$ cat src/rtl/mbuf_pkg.sv
package mbuf_pkg;
  localparam int MB_NUM_BUF   = 15;
  localparam int MB_BUF_WORDS = 8;
  localparam int MB_DATA_W    = 16;
  localparam int MB_CTRL_OFS  = 0;

  typedef enum logic {
    OWN_ENG = 1'b0,
    OWN_CPU = 1'b1
  } owner_e;
endpackage

$ cat src/rtl/mbuf_arb.sv
module mbuf_arb
  import mbuf_pkg::*;
(
  input  logic clk,
  input  logic rst_n,
  input  logic cpu_req,
  input  logic eng_req,
  output logic cpu_gnt,
  output logic eng_gnt
);
  logic   both;
  logic   cont_q, cont_d;
  owner_e last_q, last_d, owner;

  always_comb begin
    both   = cpu_req & eng_req;
    owner  = OWN_ENG;
    if (both && cont_q) owner = (last_q == OWN_ENG) ? OWN_CPU : OWN_ENG;
    cpu_gnt = cpu_req & (~eng_req | (owner == OWN_CPU));
    eng_gnt = eng_req & ~cpu_gnt;
    cont_d  = both;
    last_d  = both ? owner : last_q;
  end

  always_ff @(posedge clk or negedge rst_n) begin
    if (!rst_n) begin
      cont_q <= 1'b0;
      last_q <= OWN_ENG;
    end else begin
      cont_q <= cont_d;
      if (both) last_q <= last_d;
    end
  end

  logic arm_q;
  always_ff @(posedge clk or negedge rst_n) begin
    if (!rst_n) arm_q <= 1'b0;
    else        arm_q <= 1'b1;
  end

  p_alternate_r4: assert property (@(posedge clk) disable iff (!rst_n)
    (arm_q && cpu_req && eng_req && $past(cpu_req && eng_req))
      |-> (cpu_gnt != $past(cpu_gnt)));
  p_one_owner_r4: assert property (@(posedge clk) disable iff (!rst_n)
    (cpu_req && eng_req) |-> (cpu_gnt ^ eng_gnt));
  p_eng_first_r5: assert property (@(posedge clk) disable iff (!rst_n)
    (arm_q && cpu_req && eng_req && !$past(cpu_req && eng_req))
      |-> (eng_gnt && !cpu_gnt));
  p_solo_cpu_r3: assert property (@(posedge clk) disable iff (!rst_n)
    (cpu_req && !eng_req) |-> cpu_gnt);
  p_solo_eng_r3: assert property (@(posedge clk) disable iff (!rst_n)
    (eng_req && !cpu_req) |-> eng_gnt);
endmodule

$ cat src/rtl/mbuf_wprot.sv
module mbuf_wprot
  import mbuf_pkg::*;
#(
  parameter int NUM_BUF   = MB_NUM_BUF,
  parameter int BUF_WORDS = MB_BUF_WORDS,
  parameter int DATA_W    = MB_DATA_W,
  localparam int OFS_W    = $clog2(BUF_WORDS),
  localparam int IDX_W    = $clog2(NUM_BUF + 1),
  localparam int ADDR_W   = OFS_W + IDX_W,
  localparam int BYTES    = DATA_W / 8
) (
  input  logic [ADDR_W-1:0]  addr,
  input  logic [BYTES-1:0]   be,
  input  logic [NUM_BUF-1:0] busy,
  output logic [BYTES-1:0]   be_ok,
  output logic               blocked
);
  logic [IDX_W-1:0] idx;
  logic [OFS_W-1:0] ofs;
  logic             hit_busy;
  logic [BYTES-1:0] guard;

  always_comb begin
    idx      = addr[ADDR_W-1:OFS_W];
    ofs      = addr[OFS_W-1:0];
    hit_busy = 1'b0;
    for (int i = 0; i < NUM_BUF; i++)
      if (idx == IDX_W'(i)) hit_busy = busy[i];
  end

  for (genvar b = 0; b < BYTES; b++) begin : g_byte
    if (b == 0) begin : g_ctrl
      assign guard[b] = hit_busy & (ofs != OFS_W'(MB_CTRL_OFS));
    end else begin : g_data
      assign guard[b] = hit_busy;
    end
  end

  assign be_ok   = be & ~guard;
  assign blocked = |(be & guard);
endmodule

$ cat src/rtl/mbuf_ram.sv
module mbuf_ram
  import mbuf_pkg::*;
#(
  parameter int NUM_BUF   = MB_NUM_BUF,
  parameter int BUF_WORDS = MB_BUF_WORDS,
  parameter int DATA_W    = MB_DATA_W,
  localparam int OFS_W    = $clog2(BUF_WORDS),
  localparam int IDX_W    = $clog2(NUM_BUF + 1),
  localparam int ADDR_W   = OFS_W + IDX_W,
  localparam int DEPTH    = NUM_BUF * BUF_WORDS,
  localparam int BYTES    = DATA_W / 8
) (
  input  logic              clk,
  input  logic              rst_n,
  input  logic              cpu_gnt,
  input  logic              cpu_we,
  input  logic [ADDR_W-1:0] cpu_addr,
  input  logic [BYTES-1:0]  cpu_be,
  input  logic [DATA_W-1:0] cpu_wdata,
  output logic [DATA_W-1:0] cpu_rdata,
  input  logic              eng_gnt,
  input  logic              eng_we,
  input  logic [ADDR_W-1:0] eng_addr,
  input  logic [DATA_W-1:0] eng_wdata,
  output logic [DATA_W-1:0] eng_rdata
);
  logic [DATA_W-1:0] mem [DEPTH];

  logic [ADDR_W-1:0] addr;
  logic              wr_en, in_range;
  logic [BYTES-1:0]  wbe;
  logic [DATA_W-1:0] wdata, rword;
  logic              cpu_rd, eng_rd;
  logic [DATA_W-1:0] cpu_rdata_d, eng_rdata_d;

  always_comb begin
    addr     = cpu_gnt ? cpu_addr : eng_addr;
    wdata    = cpu_gnt ? cpu_wdata : eng_wdata;
    wbe      = cpu_gnt ? cpu_be : {BYTES{1'b1}};
    wr_en    = (cpu_gnt & cpu_we) | (eng_gnt & eng_we);
    in_range = (int'(addr) < DEPTH);
    rword    = in_range ? mem[addr] : '0;
    cpu_rd   = cpu_gnt & ~cpu_we;
    eng_rd   = eng_gnt & ~eng_we;
    cpu_rdata_d = cpu_rd ? rword : cpu_rdata;
    eng_rdata_d = eng_rd ? rword : eng_rdata;
  end

  always_ff @(posedge clk) begin
    if (wr_en && in_range) begin
      for (int b = 0; b < BYTES; b++)
        if (wbe[b]) mem[addr][b*8 +: 8] <= wdata[b*8 +: 8];
    end
  end

  always_ff @(posedge clk or negedge rst_n) begin
    if (!rst_n) begin
      cpu_rdata <= '0;
      eng_rdata <= '0;
    end else begin
      cpu_rdata <= cpu_rdata_d;
      eng_rdata <= eng_rdata_d;
    end
  end

  p_cpu_rd_hold_r2: assert property (@(posedge clk) disable iff (!rst_n)
    !(cpu_gnt && !cpu_we) |=> $stable(cpu_rdata));
  p_eng_rd_hold_r2: assert property (@(posedge clk) disable iff (!rst_n)
    !(eng_gnt && !eng_we) |=> $stable(eng_rdata));
endmodule

$ cat src/rtl/msgbuf_ram_arbiter.sv
module msgbuf_ram_arbiter
  import mbuf_pkg::*;
#(
  parameter int NUM_BUF   = MB_NUM_BUF,
  parameter int BUF_WORDS = MB_BUF_WORDS,
  parameter int DATA_W    = MB_DATA_W,
  localparam int OFS_W    = $clog2(BUF_WORDS),
  localparam int IDX_W    = $clog2(NUM_BUF + 1),
  localparam int ADDR_W   = OFS_W + IDX_W,
  localparam int BYTES    = DATA_W / 8
) (
  input  logic               clk,
  input  logic               rst_n,
  input  logic [NUM_BUF-1:0] buf_busy,
  input  logic               cpu_req,
  input  logic               cpu_we,
  input  logic [BYTES-1:0]   cpu_be,
  input  logic [ADDR_W-1:0]  cpu_addr,
  input  logic [DATA_W-1:0]  cpu_wdata,
  output logic               cpu_ready,
  output logic [DATA_W-1:0]  cpu_rdata,
  output logic               cpu_wr_blocked,
  input  logic               eng_req,
  input  logic               eng_we,
  input  logic [ADDR_W-1:0]  eng_addr,
  input  logic [DATA_W-1:0]  eng_wdata,
  output logic               eng_ready,
  output logic [DATA_W-1:0]  eng_rdata
);
  logic [1:0] rst_sync_q;
  logic       rst_s;

  always_ff @(posedge clk or negedge rst_n) begin
    if (!rst_n) rst_sync_q <= 2'b00;
    else        rst_sync_q <= {rst_sync_q[0], 1'b1};
  end
  assign rst_s = rst_sync_q[1];

  logic cpu_gnt, eng_gnt;

  mbuf_arb u_arb (
    .clk     (clk),
    .rst_n   (rst_s),
    .cpu_req (cpu_req & rst_s),
    .eng_req (eng_req & rst_s),
    .cpu_gnt (cpu_gnt),
    .eng_gnt (eng_gnt)
  );

  logic [BYTES-1:0] be_ok;
  logic             wp_blocked;

  mbuf_wprot #(.NUM_BUF(NUM_BUF), .BUF_WORDS(BUF_WORDS), .DATA_W(DATA_W)) u_wprot (
    .addr    (cpu_addr),
    .be      (cpu_be),
    .busy    (buf_busy),
    .be_ok   (be_ok),
    .blocked (wp_blocked)
  );

  mbuf_ram #(.NUM_BUF(NUM_BUF), .BUF_WORDS(BUF_WORDS), .DATA_W(DATA_W)) u_ram (
    .clk       (clk),
    .rst_n     (rst_s),
    .cpu_gnt   (cpu_gnt),
    .cpu_we    (cpu_we),
    .cpu_addr  (cpu_addr),
    .cpu_be    (be_ok),
    .cpu_wdata (cpu_wdata),
    .cpu_rdata (cpu_rdata),
    .eng_gnt   (eng_gnt),
    .eng_we    (eng_we),
    .eng_addr  (eng_addr),
    .eng_wdata (eng_wdata),
    .eng_rdata (eng_rdata)
  );

  logic blk_d, blk_q;
  always_comb blk_d = cpu_gnt & cpu_we & wp_blocked;

  always_ff @(posedge clk or negedge rst_s) begin
    if (!rst_s) blk_q <= 1'b0;
    else        blk_q <= blk_d;
  end

  assign cpu_ready      = cpu_gnt;
  assign eng_ready      = eng_gnt;
  assign cpu_wr_blocked = blk_q;

  p_blk_pulse_r8: assert property (@(posedge clk) disable iff (!rst_s)
    (cpu_ready && cpu_we && wp_blocked) |=> cpu_wr_blocked);
  p_blk_quiet_r8: assert property (@(posedge clk) disable iff (!rst_s)
    !(cpu_ready && cpu_we) |=> !cpu_wr_blocked);
  p_no_ready_in_reset_r10: assert property (@(posedge clk)
    !rst_s |-> (!cpu_ready && !eng_ready));
endmodule

$ cat config.mk
export PLATFORM = sky130hd
export DESIGN_NAME = msgbuf_ram_arbiter
export DESIGN_NICKNAME = d
export VERILOG_FILES = /design/src/rtl/mbuf_pkg.sv /design/src/rtl/mbuf_arb.sv /design/src/rtl/mbuf_wprot.sv /design/src/rtl/mbuf_ram.sv /design/src/rtl/msgbuf_ram_arbiter.sv
export SDC_FILE = /design/constraint.sdc
export NUM_CORES = 2
export LEC_CHECK = 0
export ABC_AREA = 1
export BUFFER_PORTS_ARGS = -buffer_cell sky130_fd_sc_hd__buf_4
export CORE_ASPECT_RATIO = 1.4
export CORE_MARGIN = 2
export CORE_UTILIZATION = 35
export DETAILED_ROUTE_END_ITERATION = 7
export GPL_TIMING_DRIVEN = 0
export PLACE_DENSITY = 0.46
export SLEW_MARGIN = 20
export SYNTH_ARGS = -nofsm -noshare
export SYNTH_HDL_FRONTEND = slang
export SYNTH_HIERARCHICAL = 1
export SYNTH_SLANG_ARGS = --single-unit
$ cat constraint.sdc
create_clock -name clk -period 4.3 [get_ports clk]
set_input_delay 0.86 -clock clk [delete_from_list [all_inputs] [get_ports clk]]
set_output_delay 0.86 -clock clk [all_outputs]
set_load 0.05 [all_outputs]
==> flow_summary.yaml <==
clock_network:
  clock_path_buffers: 4
  cts-buffers-inserted: 206
  clk_latency_ns: 0.88
  cts_tree: "yes"
  cts.sinks: 1957
  h-tree-depth: 4
  cts.clk_slew.worst_paths_ns: 0.06
  cts-root-buf: "clkbuf_16"
critical_path:
  cp_data_arrival_time_ns: 5.22
  critPathSlowestCell: "dfrtp_4"
  crit_buf_inv: 8
  cp_cell_sequence: "nand2_1 -> inv_1 -> a21boi_4 -> buf_12 -> buf_6 -> inv_4 -> buf_6 -> nand2_4 -> nand2_8 -> buf_6 -> buf_4 -> buf_6 -> nand2_1 -> nand3_1 -> nand4_1 -> nand2_2 -> nand4_1 -> a21oi_4 -> nand3_2 -> nand2_1"
  start_kind: "register"
  max_stage_delay_ns: 0.48
  path_depth: 20
  cp_common_cell: "buf_6"
  worstSetupPathType: "reg2reg"
  endpoint_kind: "register"
  worstPathMaxFanout: 10
  required_ns: 5.10
  cpLargestDelayFamily: "simple AND/OR/NAND/NOR gates"
  rr_worst_depth: 20
finish:
  fill_cells: 22000
  area_delta_synth_final_pct: 20.2
  layout.cells.non_filler: 11000
  most-common-layout-cells: "nand2_1 (2151), edfxtp_1 (1920), nor2_1 (917), nand3_1 (472), o21ai_0 (401)"
  final_common_cell: "nand2_1"
  drive_above_1_share_pct: 16.5
  nets: 7820
power_and_ir_drop:
  p_total_w: 0.0439
  p_clk_share_pct: 38.5
  powerDensity_nw_per_um2: 450
  switchingPower_w: 0.0121
  peakVddDrop_uv: 312
  p_seq_share_pct: 48.5
  switching_share_pct: 27.6
  comb_power_share_pct: 13.0
  p_int_w: 0.0318
  leakage_nw: 37.2
global_route:
  antenna_found_initial: 14
  grt_overflow: 0
  grt_pass1_wl_um: 449000
  grt_pass1_vias: 55600
  grt_max_degree: 117
  track_usage_pct: 27.7
detailed_routing:
  ant_nets: 0
  wl_per_cell_um: 30.3
  drtIter0Drc: 5766
  firstDrtPassIters: 7
  vias: 57900
  routed_wl_um: 333000
  drcViolationCount: 0
  drt-vias-per-instance: 5.27
floorplanning:
  fp.dieW_um: 411
  die_h_um: 574
  die-area_sq_um: 236000
  start_util_pct: 35.1
  pin_count: 104
  core_area_sq_um: 231000
  rows: 209
synth:
  seq_area_frac_synth_pct: 72.1
  synth_fp_nets: 7283
  synth_seq_cells: 1957
  syn-instance-count: 7214
  ys_warn_count: 6
  syn_area_sq_um: 81200
  synth_top_area_share_pct: 71.0
  yosysTopAreaCell: "edfxtp_1"
  synthTopCellsByArea: "edfxtp_1 (71%), nand2_1 (10%), nor2_1 (4.3%)"
  syn_area_per_cell_sq_um: 11.3
  yosys.cell_types.count: 40
timing:
  fmax_mhz: 226
  finalSetupTns_ns: -0.299
  slew_violations: 0
  fin_ws_ns: -0.119
  finalHoldViolations: 0
  worstMarginPinSlew_ns: 1.09
  layout_min_cycle_time_ns: 4.42
  slew_headroom_pct: 27.3
  skew_ns: 0.0600
  setup_violations: 5
  rsz0062_at_grt: "true"
  hold_ws_ns: 0.277
  min_period_over_period_pct: 103
placed_design:
  port-buffer-count: 103
  gp_congestion: 0.967
  dp_hpwl_um: 243000
  dp.cells: 10500
status:
  status: "complete, but fails checks"
  violations: "negative setup slack"
min_path:
  hold_class: "in2reg"
  holdPathStages: 3
job:
  maxCapViolations: 0
## layer usage
metal  GRT usage, %  up-vias  share of wire [%]
li1               -    25800                  -
met1           31.6    28900                 36
met2           47.2     2456                 49
met3           4.83      712                6.6
met4           19.1        2                7.7
met5              0        -             0.0039
## repair_timing
action | 4_1_cts | 5_1_grt
endpoints found under the hold margin | 2 | 0
hold buffers | 1 | 0
resized for setup | 263 | 167
pin swaps | 39 | 29
setup buffers | 51 | 18
setup endpoints to repair | 2527 | 951
## power groups by stage
stage                     clock, W  sequential [W]  combinational (W)
after CTS                   0.0172          0.0213            0.00558
final                       0.0169          0.0213            0.00572
after floorplan                  0          0.0220            0.00225
after global routing        0.0178          0.0213            0.00592
after detailed placement         0          0.0217            0.00541
after global placement           0          0.0219            0.00516
## metrics by stage
step / util [%] / area (sq um) / setup slack (ns)
floorplan: - / 81300 / -0.440
CTS: 41.9 / 96900 / -0.107
finish: 42.2 / 97700 / -0.119
global route: 42.2 / 97600 / -0.0866
global placement: 37.1 / 85900 / -5.59
detailed placement: 38.5 / 89000 / -2.22
## state kept, by name, summed over array words and instances (netlist names)
register	cells
u_arb/cont_q	1
u_ram/mem	1920
cpu_wr_blocked	1
u_arb/last_q	1
u_ram/cpu_rdata	16
rst_sync_q	2
u_ram/eng_rdata	16
## area by class of cell
class	count	area, sq um	share of cell area [%]
clock inverter	99	684	0.701
antenna	8	20.0	0.0205
multi-input combinational	4553	21800	22.3
tap	3059	3830	3.92
inverter	270	1020	1.05
buffer	432	2830	2.90
timing repair buffer	331	3390	3.48
clock buffer	261	5470	5.60
sequential	1957	58600	60.0
## cell families (layout without fill, tap and decap cells)
family | Yosys count | count (layout) | synth area share [%]
and+or+nand+nor | 3963 | 3963 | 20.0
DFF | 1957 | 1957 | 72.1
buffers and inverters | 704 | 1393 | 4.22
AOI/OAI and AO/OA | 589 | 589 | 3.70
other | 1 | 9 | 0.00462
## Yosys cell counts
master,number
nand2_1,2181
edfxtp_1,1920
nor2_1,931
nand3_1,480
o21ai_0,411
inv_1,260
nor3_1,234
buf_2,197
o21ai_1,130
clkbuf_1,111
nand4_1,82
buf_4,51
buf_6,43
dfrtp_1,37
a21oi_1,30
buf_1,30
nand2_2,12
and2_1,10
nor3_2,10
inv_2,8
o211ai_1,6
nor2_4,5
o22a_1,5
or2_1,5
nand2_4,4
nor2_2,3
a21boi_1,2
buf_8,2
inv_4,2
o21ai_2,2
a21oi_2,1
a31oi_1,1
and2_0,1
conb_1,1
nand2_8,1
nand3b_1,1
nand4_2,1
o21a_1,1
or2_0,1
or2_2,1
## worst paths after layout
path	startpoint	to	slack, ns
setup / recovery	rst_sync_q[1]	u_ram/cpu_rdata[4]	-0.12
hold / removal	cpu_we	cpu_wr_blocked	0.28
setup reg to reg	rst_sync_q[1]	u_ram/cpu_rdata[4]	-0.12
hold reg to reg	rst_sync_q[0]	rst_sync_q[1]	0.35
max in group asynchronous	rst_sync_q[1]	u_ram/eng_rdata[10]	3.39
min in group asynchronous	rst_n	rst_sync_q[1]	0.31
## worst register-to-register path, delay by kind of cell, from the launching register on
kind                   cells  cell delay, ns
AND/OR/NAND/NOR           10            1.95
buffers and inverters      8            1.33
AO/OA/AOI/OAI              2            0.60
flip-flops                 1            0.48
(Power assumes the default switching activity.)
